$ cat src/rtl/tx_ring_engine.sv
module tx_ring_engine #(
  parameter int AW      = 17,
  parameter int LOGW    = 3,
  parameter int MIN_LEN = 12,
  parameter int MAX_LEN = 1900
) (
  input  logic          clk,
  input  logic          rst_n,
  input  logic          tx_on,
  input  logic          demand,
  input  logic          poll_tick,
  input  logic [AW-1:0] ring_base,
  input  logic [LOGW-1:0] ring_log2,
  output logic          mem_req,
  output logic          mem_we,
  output logic [AW-1:0] mem_addr,
  output logic [15:0]   mem_wdata,
  input  logic [15:0]   mem_rdata,
  output logic          out_valid,
  input  logic          out_ready,
  output logic [7:0]    out_data,
  output logic          out_first,
  output logic          out_last,
  output logic          out_drop,
  output logic          tint,
  output logic          tdmd_clr,
  output logic          err_len,
  output logic          err_chain,
  output logic          ring_full
);
  localparam int IW = (1 << LOGW) - 1;

  typedef enum logic [2:0] {S_IDLE, S_FETCH, S_CHECK, S_RDB, S_CAP, S_OUT, S_WB} st_t;
  st_t st;

  logic [IW-1:0] idx, start_idx;
  logic [2:0]    fcnt;
  logic [1:0]    wcnt;
  logic [15:0]   dw0, dw1, dw2, dw3;
  logic          open_q, first_q;
  logic [AW-1:0] ptr;
  logic [12:0]   remain;
  logic [7:0]    byte_q;

  wire [IW-1:0] mask    = IW'(({{IW{1'b0}}, 1'b1} << ring_log2) - 1);
  wire [IW-1:0] idx_nxt = (idx + 1'b1) & mask;
  wire [AW-1:0] dbase   = ring_base + AW'({idx, 3'b000});

  wire        own    = dw1[15];
  wire        stp    = dw1[9];
  wire        enp    = dw1[8];
  wire        usable = own && (dw2[15:12] == 4'hF);
  wire [12:0] cnt    = 13'h1000 - {1'b0, dw2[11:0]};
  wire        len_ok = (cnt >= 13'(MIN_LEN)) && (cnt <= 13'(MAX_LEN));
  wire        in_chk = (st == S_CHECK);
  wire        wb_end = (st == S_WB) && (wcnt == 2'd2);

  assign tdmd_clr  = (st == S_IDLE) && tx_on && (demand || poll_tick);
  assign err_len   = in_chk && usable && !len_ok;
  assign err_chain = in_chk && usable && len_ok && !stp && !open_q;
  assign out_drop  = in_chk && usable && len_ok && stp && open_q;
  assign tint      = wb_end && enp;
  assign ring_full = wb_end && (idx_nxt == start_idx);

  assign out_valid = (st == S_OUT);
  assign out_data  = byte_q;
  assign out_first = out_valid && first_q;
  assign out_last  = out_valid && enp && (remain == 13'd1);

  assign mem_req = ((st == S_FETCH) && (fcnt != 3'd4)) || (st == S_RDB) || (st == S_WB);
  assign mem_we  = (st == S_WB);

  always_comb begin
    case (st)
      S_FETCH: mem_addr = dbase + AW'({fcnt[1:0], 1'b0});
      S_RDB:   mem_addr = {ptr[AW-1:1], 1'b0};
      S_WB:    mem_addr = dbase + AW'({2'(wcnt + 2'd1), 1'b0});
      default: mem_addr = '0;
    endcase
    case (wcnt)
      2'd0:    mem_wdata = {1'b0, dw1[14:0]};
      2'd1:    mem_wdata = dw2;
      default: mem_wdata = dw3;
    endcase
  end

  always_ff @(posedge clk) begin
    if (!rst_n) begin
      st        <= S_IDLE;
      idx       <= '0;
      start_idx <= '0;
      fcnt      <= '0;
      wcnt      <= '0;
      dw0       <= '0;
      dw1       <= '0;
      dw2       <= '0;
      dw3       <= '0;
      open_q    <= 1'b0;
      first_q   <= 1'b0;
      ptr       <= '0;
      remain    <= '0;
      byte_q    <= '0;
    end else begin
      case (st)
        S_IDLE: if (tdmd_clr) begin
          start_idx <= idx;
          fcnt      <= '0;
          st        <= S_FETCH;
        end
        S_FETCH: begin
          case (fcnt)
            3'd1:    dw0 <= mem_rdata;
            3'd2:    dw1 <= mem_rdata;
            3'd3:    dw2 <= mem_rdata;
            3'd4:    dw3 <= mem_rdata;
            default: ;
          endcase
          if (fcnt == 3'd4) st <= S_CHECK;
          else fcnt <= fcnt + 3'd1;
        end
        S_CHECK: begin
          if (!usable || !len_ok || (!stp && !open_q)) begin
            st <= S_IDLE;
          end else begin
            open_q  <= 1'b1;
            first_q <= stp;
            ptr     <= AW'({dw1[7:0], dw0});
            remain  <= cnt;
            st      <= S_RDB;
          end
        end
        S_RDB: st <= S_CAP;
        S_CAP: begin
          byte_q <= ptr[0] ? mem_rdata[15:8] : mem_rdata[7:0];
          st     <= S_OUT;
        end
        S_OUT: if (out_ready) begin
          first_q <= 1'b0;
          if (remain == 13'd1) begin
            wcnt <= '0;
            st   <= S_WB;
          end else begin
            ptr    <= ptr + 1'b1;
            remain <= remain - 13'd1;
            st     <= S_RDB;
          end
        end
        S_WB: begin
          if (wcnt == 2'd2) begin
            if (enp) open_q <= 1'b0;
            idx <= idx_nxt;
            fcnt <= '0;
            st <= (idx_nxt == start_idx) ? S_IDLE : S_FETCH;
          end else begin
            wcnt <= wcnt + 2'd1;
          end
        end
        default: st <= S_IDLE;
      endcase
    end
  end
endmodule

$ cat config.mk
export PLATFORM = sky130hd
export DESIGN_NAME = tx_ring_engine
export DESIGN_NICKNAME = d
export VERILOG_FILES = /design/src/rtl/tx_ring_engine.sv
export SDC_FILE = /design/constraint.sdc
export NUM_CORES = 1
export LEC_CHECK = 0
export BUFFER_PORTS_ARGS = -buffer_cell sky130_fd_sc_hd__clkbuf_2
export CORE_MARGIN = 2
export CORE_UTILIZATION = 44
export DETAILED_ROUTE_END_ITERATION = 16
export HOLD_SLACK_MARGIN = 0.12
export PLACE_DENSITY = 0.63
export SKIP_CTS_REPAIR_TIMING = 1
export SLEW_MARGIN = 30
export SYNTH_ARGS = -nofsm -noshare
export SYNTH_HDL_FRONTEND = slang
export SYNTH_SLANG_ARGS = --single-unit
$ cat constraint.sdc
create_clock -name clk -period 3.7 [get_ports clk]
set_clock_uncertainty 0.2 [all_clocks]
set_input_delay 0.37 -clock clk [delete_from_list [all_inputs] [get_ports clk]]
set_output_delay 0.37 -clock clk [all_outputs]
set_load 0.005 [all_outputs]
* Word level (Yosys, flattened, before mapping)
Cells that the tools add are included.
Word-level totals: register bits after elaboration 126, output and inout bits 52
Operators by class: add/subtract/negate cells 10, $lt $le $gt $ge 2, equality and inequality tests 26, shifts and indexed selects 1, multiplexer cells 34, bitwise gates (word level) 1, reductions and logical operators 46
Operators with widths (number):
- 17-bit two-way mux | 3
- 17-bit case mux with 3 select lines | 1
- 13-bit two-way mux | 3
- 17-bit by 3-bit adder with 17-bit output | 2
- 17-bit case mux with 2 select lines | 1
- 16-bit case mux with 2 select lines | 1
- 13-bit case mux with 2 select lines | 1
- 3-bit two-way mux | 8
- 3-bit case mux with 7 select lines | 1
- 4-bit AND reduction | 5
- 1-bit logical AND | 19
- 17-bit by 1-bit adder with 17-bit output, second input constant | 1
- 17-bit by 10-bit adder with 17-bit output | 1
- 13-bit by 1-bit == test with 1-bit output, second input constant | 1
- 13-bit by 4-bit greater-or-equal comparator with 1-bit output, second input constant | 1
- 13-bit by 11-bit less-or-equal comparator with 1-bit output, second input constant | 1
- 13-bit by 1-bit subtractor with 13-bit output, second input constant | 1
- 13-bit by 12-bit subtractor with 13-bit output, first input constant | 1
- 3-bit by 2-bit == test with 1-bit output, second input constant | 4
- 3-bit == test, second input constant | 4
- 2-bit AND reduction | 6
- 2-bit by 1-bit inequality test with 1-bit output, second input constant | 5
- 2-bit inequality test, second input constant | 5
- 3-bit case mux with 3 select lines | 1
- 24 further kinds | 43

* Longest topological paths before layout
depth after elaboration 8, mapped depth 13, depth with buffers taken out 12

* Worst setup path after synthesis
No wires, ideal clock.
path kind flip-flop to output port, start point reg idx[0], end point out mem_addr[16], arrival time 3.017 ns, slack 0.113 ns, stages on the path, launching flop included 11, buffers on the path 0, path through dfxtp_1 > ha_1 > inv_1 > fa_1 > nand2b_1 > a21boi_0 > o21ai_0 > a211o_1 > or3_1 > or4b_1 > a32o_1
On the way: longest elaborated chain between the ends 3
RTL lines:
- start, declared | RTL line 36 | logic [IW-1:0] idx, start_idx;
- start signal, assigned | RTL line 151 | idx <= idx_nxt;
- 17-bit by 10-bit adder with 17-bit output * | RTL line 47 | wire [AW-1:0] dbase = ring_base + AW'({idx, 3'b000});
- 17-bit by 3-bit adder with 17-bit output (on tied branches) | RTL line 77, 75
- 17-bit case mux with 3 select lines * | RTL line 74 | case (st)
- end, declared | RTL line 16 | output logic [AW-1:0] mem_addr,
Mark *: on every way between the ends. The rest lies on a longest branch, timed or not.

* Final worst setup path
start point reg idx[1], end point out mem_addr[15]
Same word-level chain as after synthesis.

==> impl_metrics.tcl <==
set metrics [dict create \
    synthFlopType "dfxtp_1" \
    p_total_mw 3.51 \
    cap_violations 0 \
    viasPerCell 5.83 \
    rsz0062_at_grt "yes" \
    gp_congestion 0.896 \
    crit_path_start_kind "flip-flop" \
    start_util_pct 45.0 \
    design_area_um2 9730 \
    synth_largest_area_cell "dfxtp_1" \
    placement.io_buffers 93 \
    stdcell_count 1391 \
    grt_pass1_wl_um 38700 \
    layout.nets 1217 \
    hold_viol_final 0 \
    antenna_cells 0 \
    synth_adder_area_share_pct 4.18 \
    cts-root-buf "clkbuf_16" \
    violations "DRC, setup timing" \
    synthMuxAreaShare_pct 2.86 \
    cp_data_required_time_ps 3130 \
    synth_cells 1058 \
    numClockSinks 126 \
    die_w_um 140 \
    boundaryPins 94 \
    drtAntennaViolNets 0 \
    worst_slew_margin_rel_pct 44.4 \
    synth_compound_area_share_pct 26.0 \
    p_leak_nw 3.83 \
    synth_top_family_by_area "simple AND/OR/NAND/NOR gates" \
    cts_buffers 17 \
    area.growth.synth_to_final_pct 19.5 \
    status "finished, violations left" \
    synth_area_leaders "dfxtp_1, nand2_1, a21boi_0, ha_1, o21ai_0" \
    yosys.cell_count.top_type "nand2_1" \
    die_area_um2 19600 \
    finalMaxSlewViolations 0 \
    final_util_pct 53.8 \
    dr.pass1.iters 12 \
    yosys_warnings 0 \
    path_class "flip-flop to primary output" \
    placed_cell_area_um2 8910 \
    wire_per_inst_um 17.5 \
    die_y_um 140 \
    synth_xor_xnor_area_share_pct 3.98 \
    ys_seq_elements 126 \
    row_count 49 \
    grt_pass1_vias 7209 \
    drive_gt1_share_pct 19.2 \
    tightest_slew_ps 834 \
    synth_cell_types 80 \
    synth.yosys.seq_area_share_pct 31.0 \
    clk_latency_ps 420 \
    synth_top_area_share_pct 31.0 \
    h-tree-depth 4 \
    fmax_mhz 250 \
    setup_viol 5 \
    cts_buffer_depth 2 \
    syn_avg_cell_area_um2 7.70 \
    grt_overflow 0 \
    final.setup.worst_slack_ps -292 \
    via_count 8114 \
    cts_tree "yes" \
    peakVddDrop_mv 0.326 \
    syn-cell-area_um2 8150 \
    critPathCaptureType "primary output" \
    synthTopCellsByCount "nand2_1, dfxtp_1, a21boi_0" \
    drc 5 \
    grt_max_degree 88 \
    place_ws_ps -42.3 \
    drt_iter0_drc 902 \
    hp-class "input port to flip-flop" \
    path_clk_slew_ps 60 \
    core_um2 18100 \
    fillers 1715 \
    synth_nets 1126 \
    period_needed_ps 3990 \
    synth-simple-area-share_pct 27.1 \
    synth-edff-count 0 \
    antenna_found_initial 0 \
    powerDensity_nw_per_um2 361 \
    track_usage_pct 24.6 \
    finalCritPeriodShare_pct 108 \
    dp.cells 1348 \
    cp.arrival_ps 3420 \
    drt_wl_total_um 24300 \
    synth-async-reset-ratio_pct 0 \
    crit_path_max_fanout 3 \
    hpwl_um 17300 \
]
## power by group
| part | total, mW | internal [mW] | switching, mW |
|---|---|---|---|
| Clock | 1.68 | 1.01 | 0.677 |
| Combinational | 0.432 | 0.174 | 0.258 |
| Sequential | 1.39 | 1.38 | 0.0176 |
| Total | 3.51 | 2.56 | 0.952 |
## cells by family after synthesis
kind of cell / after synthesis
flops: 126
mux: 23
compound gates: 285
simple gates: 461
fa+ha+maj: 26
buf+inv: 100
xor+xnor: 37
## cell type report
cell class / instances / area, um^2 / area share [%]
clock inverter: 14 / 158 / 1.62
tap: 229 / 287 / 2.94
clock buffer: 18 / 429 / 4.41
sequential: 126 / 2530 / 26.0
inverter: 26 / 97.6 / 1.00
timing repair buffer: 146 / 893 / 9.18
multi-input combinational: 832 / 5340 / 54.9
## layout by cell type, fill, tap and decap left out, types with 11 or more instances in the layout
cell,count
nand2_1,238
dfxtp_1,123
clkbuf_2,92
a21boi_0,69
nor2_1,57
o21ai_0,48
buf_4,44
nor3_1,26
inv_1,24
nor2b_1,21
mux2i_1,21
ha_1,21
a21oi_1,20
xnor2_1,19
nand3_1,18
clkbuf_16,17
xor2_1,16
a22oi_1,16
nand4_1,16
a31oi_1,13
and2_1,12
o211ai_1,12
and3_1,11
a22o_1,11
## critical path, cell delays in order (launching register included)
cell	delay (ps)
dfxtp_4	350
ha_4	200
a211o_1	340
buf_6	140
a2111oi_4	450
nor3_2	120
xnor2_2	170
or4_4	430
or4_4	420
a32o_1	270
clkbuf_2	110
## final timing paths
| kind | endpoint | startpoint | slack (ps) | cells past startpoint |
|---|---|---|---|---|
| max | mem_addr[15] | idx[1]$_SDFFE_PN0P_ | -290 | 10 |
| min | dw3[3]$_SDFFE_PN0P_ | mem_rdata[3] | 100 | 3 |
| max reg2reg | ptr[9]$_SDFFE_PN0P_ | dw2[0]$_SDFFE_PN0P_ | 500 | 9 |
| min reg2reg | dw1[7]$_SDFFE_PN0P_ | dw1[7]$_SDFFE_PN0P_ | 260 | 2 |
## through the flow
step | setup TNS (ps) | hold WS (ps)
after floorplan | 0 | 243
after global placement | 0 | 249
after detailed placement | -72.9 | 257
after CTS | -1510 | 51.8
after global routing | -1790 | 121
final | -1100 | 104
## flip-flops by register name, summed over array words and instances, names as in the netlist
register and count:
dw3 16, out_data 8, wcnt 2, start_idx 7
ptr 17, remain 13, dw1 16, dw0 16
fcnt 3, dw2 16, idx 7, first_q 1
st 3, open_q 1
## layer usage
metal,global-route usage [%],vias to the layer above,share of wire [%]
li1,-,3974,-
met1,36.4,3844,49
met2,37.3,266,44
met3,4.24,30,6.2
met4,5.74,0,1.1
met5,0,-,0
(Power assumes the default switching activity.)
